--- src/rtl/dwb_pkg.sv ---
package dwb_pkg;
   typedef enum logic [1:0] {
      SRC_ARRAY  = 2'd0,
      SRC_BUFFER = 2'd1,
      SRC_IDENT  = 2'd2,
      SRC_STATUS = 2'd3
   } rd_src_e;
endpackage

--- src/rtl/dwb_lane_ctrl.sv ---
module dwb_lane_ctrl (
   input  logic clk,
   input  logic rst_n,
   input  logic ce_n,
   input  logic oe_n,
   input  logic we_n,
   input  logic wide,
   input  logic is_status,
   output logic lo_drv,
   output logic hi_drv
);
   logic rd_act;

   // a read is active only with chip selected, read strobe low and no write strobe
   assign rd_act = ~ce_n & ~oe_n & we_n;

   always_ff @(posedge clk or negedge rst_n) begin
      if (!rst_n) begin
         lo_drv <= 1'b0;
         hi_drv <= 1'b0;
      end else begin
         lo_drv <= rd_act;
         hi_drv <= rd_act & wide & ~is_status;
      end
   end
endmodule

--- src/rtl/dwb_rd_steer.sv ---
module dwb_rd_steer
   import dwb_pkg::*;
#(
   parameter int DATA_W = 16,
   parameter int STAT_W = 8,
   localparam int LANE_W = DATA_W / 2
) (
   input  logic              clk,
   input  logic              rst_n,
   input  rd_src_e           src,
   input  logic              wide,
   input  logic              byte_sel,
   input  logic [DATA_W-1:0] arr_word,
   input  logic [DATA_W-1:0] buf_word,
   input  logic [DATA_W-1:0] id_word,
   input  logic [STAT_W-1:0] stat_byte,
   output logic [DATA_W-1:0] dq
);
   logic [DATA_W-1:0] word;
   logic [LANE_W-1:0] lo_next;
   logic [LANE_W-1:0] hi_next;
   logic              is_status;
   logic              take_upper;

   always_comb begin
      case (src)
         SRC_ARRAY:  word = arr_word;
         SRC_BUFFER: word = buf_word;
         SRC_IDENT:  word = id_word;
         default:    word = '0;
      endcase
   end

   assign is_status  = (src == SRC_STATUS);
   assign take_upper = ~wide & byte_sel;

   for (genvar i = 0; i < LANE_W; i++) begin : g_lane
      logic stat_bit;
      if (i < STAT_W) begin : g_stat
         assign stat_bit = stat_byte[i];
      end else begin : g_pad
         assign stat_bit = 1'b0;
      end
      assign lo_next[i] = is_status  ? stat_bit :
                          take_upper ? word[LANE_W+i] : word[i];
      assign hi_next[i] = (wide & ~is_status) ? word[LANE_W+i] : 1'b0;
   end

   always_ff @(posedge clk or negedge rst_n) begin
      if (!rst_n) dq <= '0;
      else        dq <= {hi_next, lo_next};
   end
endmodule

--- src/rtl/dwb_wr_latch.sv ---
module dwb_wr_latch #(
   parameter int ADDR_W = 18,
   parameter int DATA_W = 16,
   localparam int LANE_W = DATA_W / 2
) (
   input  logic              clk,
   input  logic              rst_n,
   input  logic              ce_n,
   input  logic              we_n,
   input  logic              wide,
   input  logic              byte_sel,
   input  logic [ADDR_W-1:0] addr,
   input  logic [DATA_W-1:0] din,
   output logic              stb,
   output logic [ADDR_W-1:0] waddr,
   output logic              wsel,
   output logic [DATA_W-1:0] wdata
);
   logic              we_q;
   logic              capture;
   logic [DATA_W-1:0] merged;

   assign capture = ~ce_n & we_n & ~we_q;

   for (genvar h = 0; h < 2; h++) begin : g_half
      logic upd;
      logic [LANE_W-1:0] src_b;
      assign upd   = wide | (byte_sel == h[0]);
      assign src_b = wide ? din[h*LANE_W +: LANE_W] : din[LANE_W-1:0];
      assign merged[h*LANE_W +: LANE_W] = upd ? src_b : wdata[h*LANE_W +: LANE_W];
   end

   always_ff @(posedge clk or negedge rst_n) begin
      if (!rst_n) begin
         we_q  <= 1'b1;
         stb   <= 1'b0;
         waddr <= '0;
         wsel  <= 1'b0;
         wdata <= '0;
      end else begin
         we_q <= we_n;
         stb  <= capture;
         if (capture) begin
            waddr <= addr;
            wsel  <= ~wide & byte_sel;
            wdata <= merged;
         end
      end
   end
endmodule

--- src/rtl/dual_width_bus_if.sv ---
module dual_width_bus_if
   import dwb_pkg::*;
#(
   parameter int ADDR_W = 18,
   parameter int DATA_W = 16,
   parameter int STAT_W = 8
) (
   input  logic              clk,
   input  logic              rst_n,
   input  logic              ce_n,
   input  logic              oe_n,
   input  logic              we_n,
   input  logic              byte_n,
   input  logic [ADDR_W-1:0] addr,
   input  logic              addr_lsb,
   input  logic [DATA_W-1:0] dq_in,
   input  logic [1:0]        rd_src,
   input  logic [DATA_W-1:0] arr_rdata,
   input  logic [DATA_W-1:0] buf_rdata,
   input  logic [DATA_W-1:0] id_rdata,
   input  logic [STAT_W-1:0] stat_rdata,
   output logic [DATA_W-1:0] dq_out,
   output logic              lo_drive,
   output logic              hi_drive,
   output logic              wr_stb,
   output logic [ADDR_W-1:0] wr_addr,
   output logic              wr_lsb,
   output logic [DATA_W-1:0] wr_data
);
   localparam int LANE_W = DATA_W / 2;

   if (DATA_W % 2 != 0 || DATA_W < 2) begin : g_bad_data
      $error("DATA_W must be even and at least 2");
   end
   if (STAT_W < 1 || STAT_W > LANE_W) begin : g_bad_stat
      $error("STAT_W must fit in one lane");
   end
   if (ADDR_W < 1) begin : g_bad_addr
      $error("ADDR_W must be positive");
   end

   rd_src_e src;
   logic    wide;

   assign src  = rd_src_e'(rd_src);
   assign wide = byte_n;

   dwb_lane_ctrl u_lane (
      .clk       (clk),
      .rst_n     (rst_n),
      .ce_n      (ce_n),
      .oe_n      (oe_n),
      .we_n      (we_n),
      .wide      (wide),
      .is_status (src == SRC_STATUS),
      .lo_drv    (lo_drive),
      .hi_drv    (hi_drive)
   );

   dwb_rd_steer #(.DATA_W(DATA_W), .STAT_W(STAT_W)) u_rd (
      .clk       (clk),
      .rst_n     (rst_n),
      .src       (src),
      .wide      (wide),
      .byte_sel  (addr_lsb),
      .arr_word  (arr_rdata),
      .buf_word  (buf_rdata),
      .id_word   (id_rdata),
      .stat_byte (stat_rdata),
      .dq        (dq_out)
   );

   dwb_wr_latch #(.ADDR_W(ADDR_W), .DATA_W(DATA_W)) u_wr (
      .clk      (clk),
      .rst_n    (rst_n),
      .ce_n     (ce_n),
      .we_n     (we_n),
      .wide     (wide),
      .byte_sel (addr_lsb),
      .addr     (addr),
      .din      (dq_in),
      .stb      (wr_stb),
      .waddr    (wr_addr),
      .wsel     (wr_lsb),
      .wdata    (wr_data)
   );
endmodule

--- config.mk ---
export PLATFORM = sky130hd
export DESIGN_NAME = dual_width_bus_if
export DESIGN_NICKNAME = d
export VERILOG_FILES = /design/src/rtl/dwb_pkg.sv /design/src/rtl/dwb_lane_ctrl.sv /design/src/rtl/dwb_rd_steer.sv /design/src/rtl/dwb_wr_latch.sv /design/src/rtl/dual_width_bus_if.sv
export SDC_FILE = /design/constraint.sdc
export NUM_CORES = 1
export LEC_CHECK = 0
export ABC_AREA = 1
export BUFFER_PORTS_ARGS = -buffer_cell sky130_fd_sc_hd__buf_2
export CAP_MARGIN = 20
export CORE_MARGIN = 2
export CORE_UTILIZATION = 38
export DETAILED_ROUTE_END_ITERATION = 7
export PLACE_DENSITY = 0.72
export REMOVE_ABC_BUFFERS = 1
export SYNTH_ARGS = -nofsm -noshare
export SYNTH_HDL_FRONTEND = slang
export SYNTH_SLANG_ARGS = --single-unit
--- constraint.sdc ---
create_clock -name clk -period 1.7 [get_ports clk]
set_clock_uncertainty 0.2 [all_clocks]
set_input_delay 0.255 -clock clk [delete_from_list [all_inputs] [get_ports clk]]
set_output_delay 0.255 -clock clk [all_outputs]
set_load 0.02 [all_outputs]
### After elaboration in Yosys (flattened, before gate mapping)

Cells that the tools add are included.

* flip-flop bits (word level): 55
* latch bits: 0
* bits in writable memories: 0
* bits in read-only memories: 0
* output and inout port bits: 54
* logic and storage cells: 57
* memories kept: 0

* add/subtract/negate cells: 0
* multiply operators: 0
* divide/modulo/power cells: 0
* $lt $le $gt $ge: 0
* equal/unequal tests: 3
* shifts and indexed selects: 0
* muxes and demuxes: 26
* bitwise logic cells: 16
* reduce and logical (&&, ||, !) cells: 3

Operators with widths (count)
* one-hot mux 16 bit (3 select lines): 1
* two-way mux 1 bit: 24
* AND 1 bit: 8
* two-way mux 8 bit: 1
* NOT 1 bit: 6
* equality test 2 bit (second input constant): 2
* AND reduction 2 bit: 2
* equality test 2 x 1 -> 1 bit (second input constant): 1
* logical NOT 2 bit: 1
* bitwise OR 1 bit: 2

### Longest topological paths before layout

Gate-level depths: netlist of run 1.

* word-level depth: 5
* depth in mapped cells: 7

### By module

From an unflattened synthesis of run 1, not the netlist that was laid out.

* cells, all modules: 337
* area, all modules: 2705.1 µm²

By module, submodules not included
* dwb_wr_latch: times used 1, cells each 183, area each 1581.5 µm²
* dwb_rd_steer: times used 1, cells each 144, area each 1041.0 µm²
* dwb_lane_ctrl: times used 1, cells each 8, area each 75.1 µm²
* dual_width_bus_if: times used 1, cells each 2, area each 7.5 µm²

### Worst setup path after synthesis of run 1

OpenSTA, ideal clock, no wires.

* kind: reg-to-reg
* start point: register u_wr.we_q
* end point: register u_wr.wdata[7]
* library setup time: 121 ps
* data arrival time: 1009 ps
* data required time: 1379 ps
* slack: 370 ps
* cell stages (with the launch flop): 6
* path buffers: 1
* period minus slack after synthesis: 1330 ps
* cell sequence: dfstp_2 -> nor3_4 -> nand2_2 -> buf_4 -> nand2_1 -> o21ai_1

* longest elaborated chain between the ends: 3

RTL lines
* start, declared: RTL line dwb_wr_latch.sv:19 `logic we_q;`
* start signal, assigned: RTL line dwb_wr_latch.sv:41 `we_q <= we_n;`
* NOT 1 bit: RTL line dwb_wr_latch.sv:23 `assign capture = ~ce_n & we_n & ~we_q;`
* AND 1 bit: RTL line dwb_wr_latch.sv:23
* AND reduction 2 bit (no line)
* end signal, assigned: RTL line dwb_wr_latch.sv:46 `wdata <= merged;`
* end, declared: RTL line dwb_wr_latch.sv:17 `output logic [DATA_W-1:0] wdata`

No other way between the ends.
A chain may end at the register's enable or synchronous reset.

### Worst setup path after layout of run 1

* start point: register u_wr.we_q
* end point: register u_wr.wdata[14]

Same word-level chain as after synthesis.

==> flow_metrics.py, run 1 <==
metrics = {
    "synth": {
        "ys_types": 18,
        "syn_avg_cell_area_um2": 8.068,
        "yosysSeqAreaShare": 0.5508,
        "syn_inst": 310,
        "synth_top_cell_by_area": "dfrtp_1",
        "synthesis.area_um2": 2501,
        "yosys_warnings": 0,
        "synth.area.top_cells": "dfrtp_1 54%, nand2_1 19%, nand3_1 11%",
        "synth_seq_cells": 55,
        "yosysTopAreaCellShare": 0.5403,
    },
    "floorplanning": {
        "core_um2": 6350,
        "fp.dieW_um": 85.13,
        "die_area_um2": 7247,
        "io_pins": 153,
        "dieHeight_um": 85.13,
        "num_rows": 29,
        "floorplan.initialDensity": 0.3939,
    },
    "grt": {
        "gr-total-overflow": 0,
        "grt_max_degree": 56,
        "grt_pass1_vias": 2624,
        "antenna_found_initial": 0,
        "grt_first_pass_wirelength_um": 11760,
        "grt_use_total": 0.2014,
    },
    "placed_design": {
        "place_hpwl_um": 5362,
        "place_congestion": 0.9108,
        "pre_cts_slack_ns": 0.1892,
        "io_buffer_count": 152,
    },
    "detailed_routing": {
        "ant_nets": 0,
        "drc": 0,
        "vias": 2700,
        "finalWirelength_um": 7247,
        "wl_per_cell_um": 12.69,
        "drt-initial-drc-count": 80,
        "drt_pass1_iterations": 4,
        "via_per_inst": 4.729,
    },
    "clock_tree": {
        "clk_latency_ns": 0.30,
        "cts.path.max_buffers": 2,
        "htreeDepth": 2,
        "clock-sinks": 55,
        "cts_tree": "yes",
        "cts-buffers-inserted": 5,
        "path_clk_slew_ns": 0.10,
        "post-cts-setup-buffers": 0,
        "ctsRootBufferMaster": "clkbuf_8",
    },
    "worst_hold_path": {
        "hp-class": "in2reg",
        "worstHoldStart": "dq_in[5]",
        "holdPathEnd": "u_wr.wdata[5]",
        "hold_depth": 3,
    },
    "critical_path": {
        "worstReg2RegStart": "u_wr.we_q",
        "r2r_cells": 4,
        "r2r_end": "u_wr.wdata[14]",
        "cp_cell_sequence": "nor3_4, nand2_2, nand2_1, o21ai_1",
        "required_ns": 1.69,
        "crit_family": "simple AND/OR/NAND/NOR gates",
        "cpPeakStageDelay_ns": 0.39,
        "start_kind": "register",
        "crit_cells": 4,
        "critical_path_arrival_ns": 1.45,
        "rrSetupSlack_ns": 0.24,
        "crit_buf_inv": 0,
        "setup.worst_path.end_class": "register",
        "critPathSlowestCell": "dfstp_2",
        "crit_fanout": 16,
        "criticalPathCategory": "reg2reg",
    },
    "sta": {
        "min_period_ns": 1.459,
        "rsz0062_at_grt": "no",
        "finalSetupViolations": 0,
        "final_max_slew_viol_count": 0,
        "fin_crit_sh": 0.8582,
        "setup_ws_ns": 0.2411,
        "relSlewSlack": 0.7062,
        "fin_setup_tns_ns": 0,
        "tightest_slew_ns": 0.4403,
        "fmax_ghz": 0.6855,
        "hold_viol": 0,
    },
    "power": {
        "leakagePower_nw": 2.171,
        "power_density_nw_per_um2": 872.6,
        "peakVddDrop_v": 0.0006117,
    },
    "job": {
        "maxCapViolations": 0,
    },
    "layout": {
        "final_common_cell": "buf_2",
        "nets": 592,
        "drive_gt1_frac": 0.3543,
        "syn_to_final_growth_pct": 50.27,
        "num_antenna_cells": 0,
        "final_cell_mix": "152 x buf_2, 129 x nand2_1, 56 x nand3_1",
    },
    "run_status": {
        "outcome": "finished, final reports clean",
    },
}
[routing by layer]
layer | GRT usage | vias up | wire, um
met2 | 0.3551 | 144 | 3393
met4 | 0.05339 | 0 | 99
met3 | 0.05253 | 10 | 687
met5 | 0 | - | 0
li1 | - | 1348 | -
met1 | 0.2442 | 1198 | 3067
[synth_stat cells]
| library cell | instances |
|---|---|
| o21a_1 | 1 |
| nor4_1 | 1 |
| nand2_1 | 129 |
| inv_1 | 22 |
| nand3_1 | 56 |
| nand2_2 | 2 |
| dfstp_2 | 1 |
| buf_2 | 6 |
| dfrtp_1 | 54 |
| o21ai_1 | 16 |
| clkbuf_1 | 3 |
| o21ai_0 | 8 |
| nor3_4 | 1 |
| buf_6 | 1 |
| nor3_1 | 1 |
| inv_2 | 3 |
| buf_4 | 3 |
| nor2_4 | 2 |
[sequential cells by signal, summed over array words and instances (netlist names)]
register and cells:
u_lane.hi_drv 1, u_lane.lo_drv 1, u_rd.dq 16, u_wr.stb 1
u_wr.waddr 18, u_wr.wdata 16, u_wr.we_q 1, u_wr.wsel 1
[worst min-delay path, stage by stage]
cell     delay (ns)
buf_2          0.10
inv_1          0.06
o21ai_1        0.06
[metrics by stage]
| step | cells | cell area (um2) | hold WS, ns | util | total power [mW] |
|---|---|---|---|---|---|
| global route | 571 | 3759 | 0.008129 | 0.5919 | 3.469 |
| CTS | 571 | 3752 | 0.001242 | 0.5909 | 3.306 |
| global placement | 531 | 3333 | 0.07336 | 0.5249 | 2.473 |
| finish | 571 | 3759 | 0.008583 | 0.5919 | 3.280 |
| floorplan | 297 | 2426 | -0.2406 | - | 2.068 |
| detailed placement | 531 | 3333 | 0.07401 | 0.5249 | 2.495 |
[final cells by class]
type	count	area [um2]
inverter	25	93.84
clock buffer	6	82.58
clock inverter	2	16.27
multi-input combinational	217	960.9
fill	585	2591
sequential	55	1378
tap	77	96.34
timing repair buffer	189	1131
[power breakdown]
part           switching (mW)  leakage (nW)  internal [mW]  total, mW
registers              0.0885         0.692           1.49       1.58
clock network           0.423        0.0474          0.333      0.757
logic                   0.575          1.43          0.372      0.947
total                    1.09          2.17           2.19       3.28
[worst max-delay path by stage]
stage	startpoint	end	slack, ns
CTS	oe_n	u_lane.hi_drv	0.06
floorplan	u_wr.we_q	u_wr.wdata[0]	0.02
detailed placement	ce_n	u_wr.wdata[14]	0.19
global placement	byte_n	u_wr.wdata[2]	0.21
finish	u_wr.we_q	u_wr.wdata[14]	0.24
global route	u_wr.we_q	u_wr.wdata[8]	0.12
[what timing repair did]
| action | in CTS | in global routing |
|---|---|---|
| gates resized for setup | 0 | 1 |
| setup endpoints to repair | 0 | 1 |
| hold endpoints to repair | 84 | 1 |
| hold buffers | 32 | 1 |
[logic make-up (layout without fill, tap and decap cells)]
family,count (synthesis),after routing,synth area share
and+or+nand+nor,192,192,0.3307
DFF,55,55,0.5508
buffers and inverters,38,222,0.06753
AOI/OAI and AO/OA,25,25,0.05103
No activity file was read; power rests on OpenSTA's default activity.
==> inputs of run 2 (changes only) <==
==> constraint.sdc (replaced) <==
create_clock -name clk -period 1.7 [get_ports clk]
set_clock_uncertainty 0.2 [all_clocks]
set_input_delay 0.085 -clock clk [delete_from_list [all_inputs] [get_ports clk]]
set_output_delay 0.085 -clock clk [all_outputs]
set_load 0.02 [all_outputs]
==> run 2 against run 1 <==
Non-clock buffer count increased by 40; cell count rose by 7.0%; critical path type is now in2reg; global-route usage increased by 1.5 points; critical endpoint is now u_rd.dq[4].
==> flow_metrics.py, run 2 (same netlist as run 1, synthesis figures left out) <==
metrics = {
    "sta": {
        "relSlewSlack": 0.7121,
        "tightest_slew_ns": 0.4314,
        "hold_viol": 0,
        "fmax_ghz": 0.6081,
        "rsz0062_at_grt": "no",
        "final_max_slew_viol_count": 0,
        "fin_crit_sh": 0.9673,
        "fin_setup_tns_ns": 0,
        "finalSetupViolations": 0,
        "min_period_ns": 1.644,
        "timing.hold.ws_ns": 0.09009,
    },
    "floorplanning": {
        "dieHeight_um": 85.13,
        "core_um2": 6350,
        "io_pins": 153,
        "num_rows": 29,
        "die_area_um2": 7247,
        "floorplan.initialDensity": 0.3939,
        "fp.dieW_um": 85.13,
    },
    "clock_tree": {
        "htreeDepth": 2,
        "clock-sinks": 55,
        "path_clk_slew_ns": 0.10,
        "clk_latency_ns": 0.30,
        "cts.path.max_buffers": 2,
        "cts-buffers-inserted": 5,
        "ctsRootBufferMaster": "clkbuf_8",
        "cts_tree": "yes",
    },
    "placed_design": {
        "place_hpwl_um": 5239,
        "place_congestion": 0.9144,
        "io_buffer_count": 152,
    },
    "detailed_routing": {
        "finalWirelength_um": 7796,
        "wl_per_cell_um": 12.76,
        "ant_nets": 0,
        "drt_pass1_iterations": 4,
        "drt-initial-drc-count": 137,
        "drc": 0,
        "via_per_inst": 4.802,
        "vias": 2934,
    },
    "layout": {
        "top_register": "u_wr.waddr",
        "final_common_cell": "buf_2",
        "multi_input_area_um2": 954.7,
        "largest_reg_flops": 18,
        "top_regs": "u_wr.waddr (18), u_rd.dq (16), u_wr.wdata (16)",
        "num-fill-cells": 496,
        "drive_gt1_frac": 0.3277,
        "syn_to_final_growth_pct": 66.18,
        "final_cell_mix": "152 x buf_2, 129 x nand2_1, 72 x dlygate4sd3_1",
        "nets": 632,
        "seqCellArea_um2": 1378,
        "num_antenna_cells": 0,
    },
    "critical_path": {
        "start_kind": "primary input",
        "setup.worst_path.end_class": "register",
        "cpPeakStageDelay_ns": 0.57,
        "crit_fanout": 19,
        "critical_path_arrival_ns": 1.63,
        "critPathSlowestCell": "dlygate4sd3_1",
        "cp_common_cell": "nand3_1",
        "required_ns": 1.69,
        "cp_cell_sequence": "buf_2, clkinvlp_4, buf_4, nand3_1, nand3_1, nand2_1, nand3_1, dlygate4sd3_1",
        "criticalPathCategory": "in2reg",
    },
    "power": {
        "leakagePower_nw": 2.350,
        "power_density_nw_per_um2": 813.4,
        "power_mw": 3.381,
        "peakVddDrop_v": 0.0005256,
    },
    "grt": {
        "grt_use_total": 0.2165,
        "grt_pass1_vias": 2880,
        "antenna_found_initial": 0,
        "gr-total-overflow": 0,
        "grt_first_pass_wirelength_um": 12730,
        "grt_max_degree": 56,
    },
    "worst_hold_path": {
        "hp-class": "in2async",
    },
    "job": {
        "maxCapViolations": 0,
    },
    "run_status": {
        "outcome": "finished, final reports clean",
    },
}
run 2: changes by cell type in the layout (fill, tap and decap cells not counted), sizes merged:
| cell | before | now |
|---|---|---|
| dlygate4sd3 | 32 | 72 |
| clkinvlp | 1 | 2 |
| inv | 25 | 24 |
run 2: layout make-up:
| cell class | instances | area share |
|---|---|---|
| Clock inverter | 2 | 0.003913 |
| Tap cell | 77 | 0.02318 |
| Clock buffer | 6 | 0.01987 |
| Multi-Input combinational cell | 217 | 0.2297 |
| Inverter | 25 | 0.02348 |
| Timing Repair Buffer | 229 | 0.3685 |
| Sequential cell | 55 | 0.3314 |
run 2: worst paths after layout:
kind / cells past startpoint / from / slack (ns) / endpoint
setup reg to reg: 4 / u_wr.we_q / 0.25 / u_wr.wdata[1]
hold / removal: 3 / rst_n / 0.09 / u_wr.wdata[7]
setup / recovery: 8 / rd_src[1] / 0.06 / u_rd.dq[4]
min in group clk: 4 / byte_n / 0.09 / u_wr.wdata[9]
hold reg to reg: 2 / u_wr.waddr[4] / 0.28 / u_wr.waddr[4]
max in group asynchronous: 3 / rst_n / 0.92 / u_wr.we_q
run 2: power breakdown:
group,internal [mW],switching [mW]
Clock,0.333,0.417
Combinational,0.455,0.598
Sequential,1.49,0.0894
run 2: per-stage QoR:
stage	instance area [um2]	utilization	worst slack, ns	std cells
final	4156	0.6546	0.05562	611
after global routing	4156	0.6546	0.01160	611
after CTS	4138	0.6516	0.09928	609
after detailed placement	3318	0.5226	0.2492	529
after global placement	3318	0.5226	0.2802	529
after floorplan	2426	-	0.02396	297
run 2: critical path: cells and delay by family:
family | cells | cell delay (ns)
buf+inv | 4 | 1.24
simple gates | 4 | 0.31
run 2: layer usage:
| metal | share of wire | track usage | wire length, um | up-vias |
|---|---|---|---|---|
| met2 | 0.47 | 0.3757 | 3672 | 172 |
| met4 | 0.030 | 0.09524 | 235 | 0 |
| li1 | - | - | - | 1431 |
| met1 | 0.41 | 0.2546 | 3208 | 1305 |
| met3 | 0.087 | 0.05156 | 680 | 26 |
| met5 | 0 | 0 | 0 | - |
run 2: repair_timing:
action                     CTS  global route
gates resized for setup      0             1
buffers inserted             0             2
setup endpoints to repair    0             3
hold endpoints to repair   109             0
hold buffers                72             0
==> inputs of run 3 (changes only) <==
Settings changed: REMOVE_ABC_BUFFERS 1 to default.
==> run 3 against run 2 <==
Non-clock buffer count down 3; global-route usage is 0.13 points higher; clock power rose by 9.3%; die area is the same; fmax rose by 2.2%; critical path type unchanged; largest cell class unchanged.
==> flow_metrics.py, run 3 (same netlist as run 1, synthesis figures left out) <==
metrics = {
    "sta": {
        "min_period_ns": 1.608,
        "finalSetupViolations": 0,
        "fmax_ghz": 0.6217,
        "hold_viol": 0,
        "rsz0062_at_grt": "no",
        "fin_setup_tns_ns": 0,
        "tightest_slew_ns": 0.4644,
        "final_max_slew_viol_count": 0,
        "setup_ws_ns": 0.09162,
        "fin_crit_sh": 0.9461,
        "timing.hold.ws_ns": 0.01643,
        "relSlewSlack": 0.6900,
    },
    "placed_design": {
        "io_buffer_count": 152,
        "pre_cts_slack_ns": 0.2668,
        "place_hpwl_um": 5300,
        "place_congestion": 0.8779,
        "postPlaceCellArea_um2": 3326,
        "dp_cells": 530,
    },
    "detailed_routing": {
        "drc": 0,
        "vias": 2865,
        "via_per_inst": 4.712,
        "finalWirelength_um": 7812,
        "ant_nets": 0,
        "wl_per_cell_um": 12.85,
        "drt-initial-drc-count": 136,
        "drt_pass1_iterations": 4,
    },
    "layout": {
        "fin_area_um2": 4131,
        "drive_gt1_frac": 0.3226,
        "final_common_cell": "buf_2",
        "fin_util": 0.6506,
        "nets": 629,
        "largest_reg_flops": 18,
        "top_register": "u_wr.waddr",
        "num-fill-cells": 516,
        "instances_no_fill": 608,
        "seqCellArea_um2": 1378,
        "top_regs": "u_wr.waddr (18), u_rd.dq (16), u_wr.wdata (16)",
        "syn_to_final_growth_pct": 65.18,
        "multi_input_area_um2": 954.7,
        "final_cell_mix": "152 x buf_2, 129 x nand2_1, 70 x dlygate4sd3_1",
    },
    "critical_path": {
        "criticalPathCategory": "in2reg",
        "required_ns": 1.69,
        "critical_path_arrival_ns": 1.60,
        "crit_fanout": 2,
        "start_kind": "primary input",
        "setup.worst_path.end_class": "register",
    },
    "power": {
        "leakagePower_nw": 2.342,
        "p_int_mw": 2.369,
        "pwr-share-clk": 0.238,
        "power_mw": 3.447,
        "p_switching_mw": 1.078,
        "power_density_nw_per_um2": 834.4,
        "sequentialPowerShare": 0.457,
        "combPwrFrac": 0.305,
        "peakVddDrop_v": 0.0006362,
        "p_sw_frac": 0.3127,
    },
    "clock_tree": {
        "ctsRootBufferMaster": "clkbuf_8",
        "clk_latency_ns": 0.30,
        "path_clk_slew_ns": 0.09,
        "post-cts-setup-buffers": 0,
        "clock-sinks": 55,
        "cts-buffers-inserted": 5,
        "cts_resized": 0,
        "cts_tree": "yes",
        "cts.path.max_buffers": 2,
        "htreeDepth": 2,
    },
    "floorplanning": {
        "die_area_um2": 7247,
        "floorplan.initialDensity": 0.3939,
        "io_pins": 153,
        "fp.dieW_um": 85.13,
        "num_rows": 29,
        "dieHeight_um": 85.13,
        "core_um2": 6350,
    },
    "grt": {
        "grt_max_degree": 56,
        "grt_use_total": 0.2178,
        "grt_pass1_vias": 2821,
        "antenna_found_initial": 0,
        "gr-total-overflow": 0,
        "grt_first_pass_wirelength_um": 12480,
    },
    "job": {
        "maxCapViolations": 0,
    },
    "synth": {
        "syn_nets": 409,
    },
    "worst_hold_path": {
        "hp-class": "in2reg",
    },
    "run_status": {
        "outcome": "finished, final reports clean",
    },
}
==> run 3: per-layer routing <==
| layer | global-route usage | share of wire | vias to the layer above |
|---|---|---|---|
| met2 | 0.3984 | 0.52 | 138 |
| met4 | 0.07648 | 0.023 | 0 |
| met1 | 0.2530 | 0.39 | 1289 |
| met5 | 0 | 0 | - |
| met3 | 0.04183 | 0.063 | 14 |
| li1 | - | - | 1424 |
==> run 3: power groups by stage <==
stage	logic, mW	registers [mW]	clock network (mW)
after CTS	1.04	1.58	0.837
final	1.05	1.58	0.821
after floorplan	0.264	1.83	0
after detailed placement	0.893	1.60	0
after global routing	1.14	1.60	0.902
after global placement	0.874	1.60	0
==> run 3: worst paths after layout <==
path / endpoint / startpoint / slack, ns / cells past startpoint
setup / recovery: u_rd.dq[6] / arr_rdata[14] / 0.09 / 7
hold / removal: u_rd.dq[14] / buf_rdata[14] / 0.02 / 5
setup reg to reg: u_wr.wdata[7] / u_wr.we_q / 0.24 / 4
hold reg to reg: u_wr.waddr[1] / u_wr.waddr[1] / 0.27 / 2
max in group asynchronous: u_wr.we_q / rst_n / 0.91 / 3
min in group asynchronous: u_wr.waddr[1] / rst_n / 0.09 / 3
==> run 3: worst max-delay path, stage by stage <==
cell and delay, ns:
dlygate4sd3_1 0.54, buf_2 0.12, nand2_1 0.06, nand3_1 0.11
nand2_1 0.09, nand3_1 0.05, dlygate4sd3_1 0.55
==> run 3: final cells by class <==
cell class | count | area share
Sequential cell | 55 | 0.3334
Antenna cell | 1 | 0.0006057
Inverter | 25 | 0.02271
Clock buffer | 6 | 0.01757
Multi-Input combinational cell | 217 | 0.2311
Tap cell | 77 | 0.02332
Clock inverter | 1 | 0.007268
Timing Repair Buffer | 226 | 0.3640
==> run 3: what timing repair did <==
| item | CTS | global route |
|---|---|---|
| endpoints found under the hold margin | 109 | 0 |
| setup endpoints to repair | 0 | 0 |
| hold buffers | 70 | 0 |
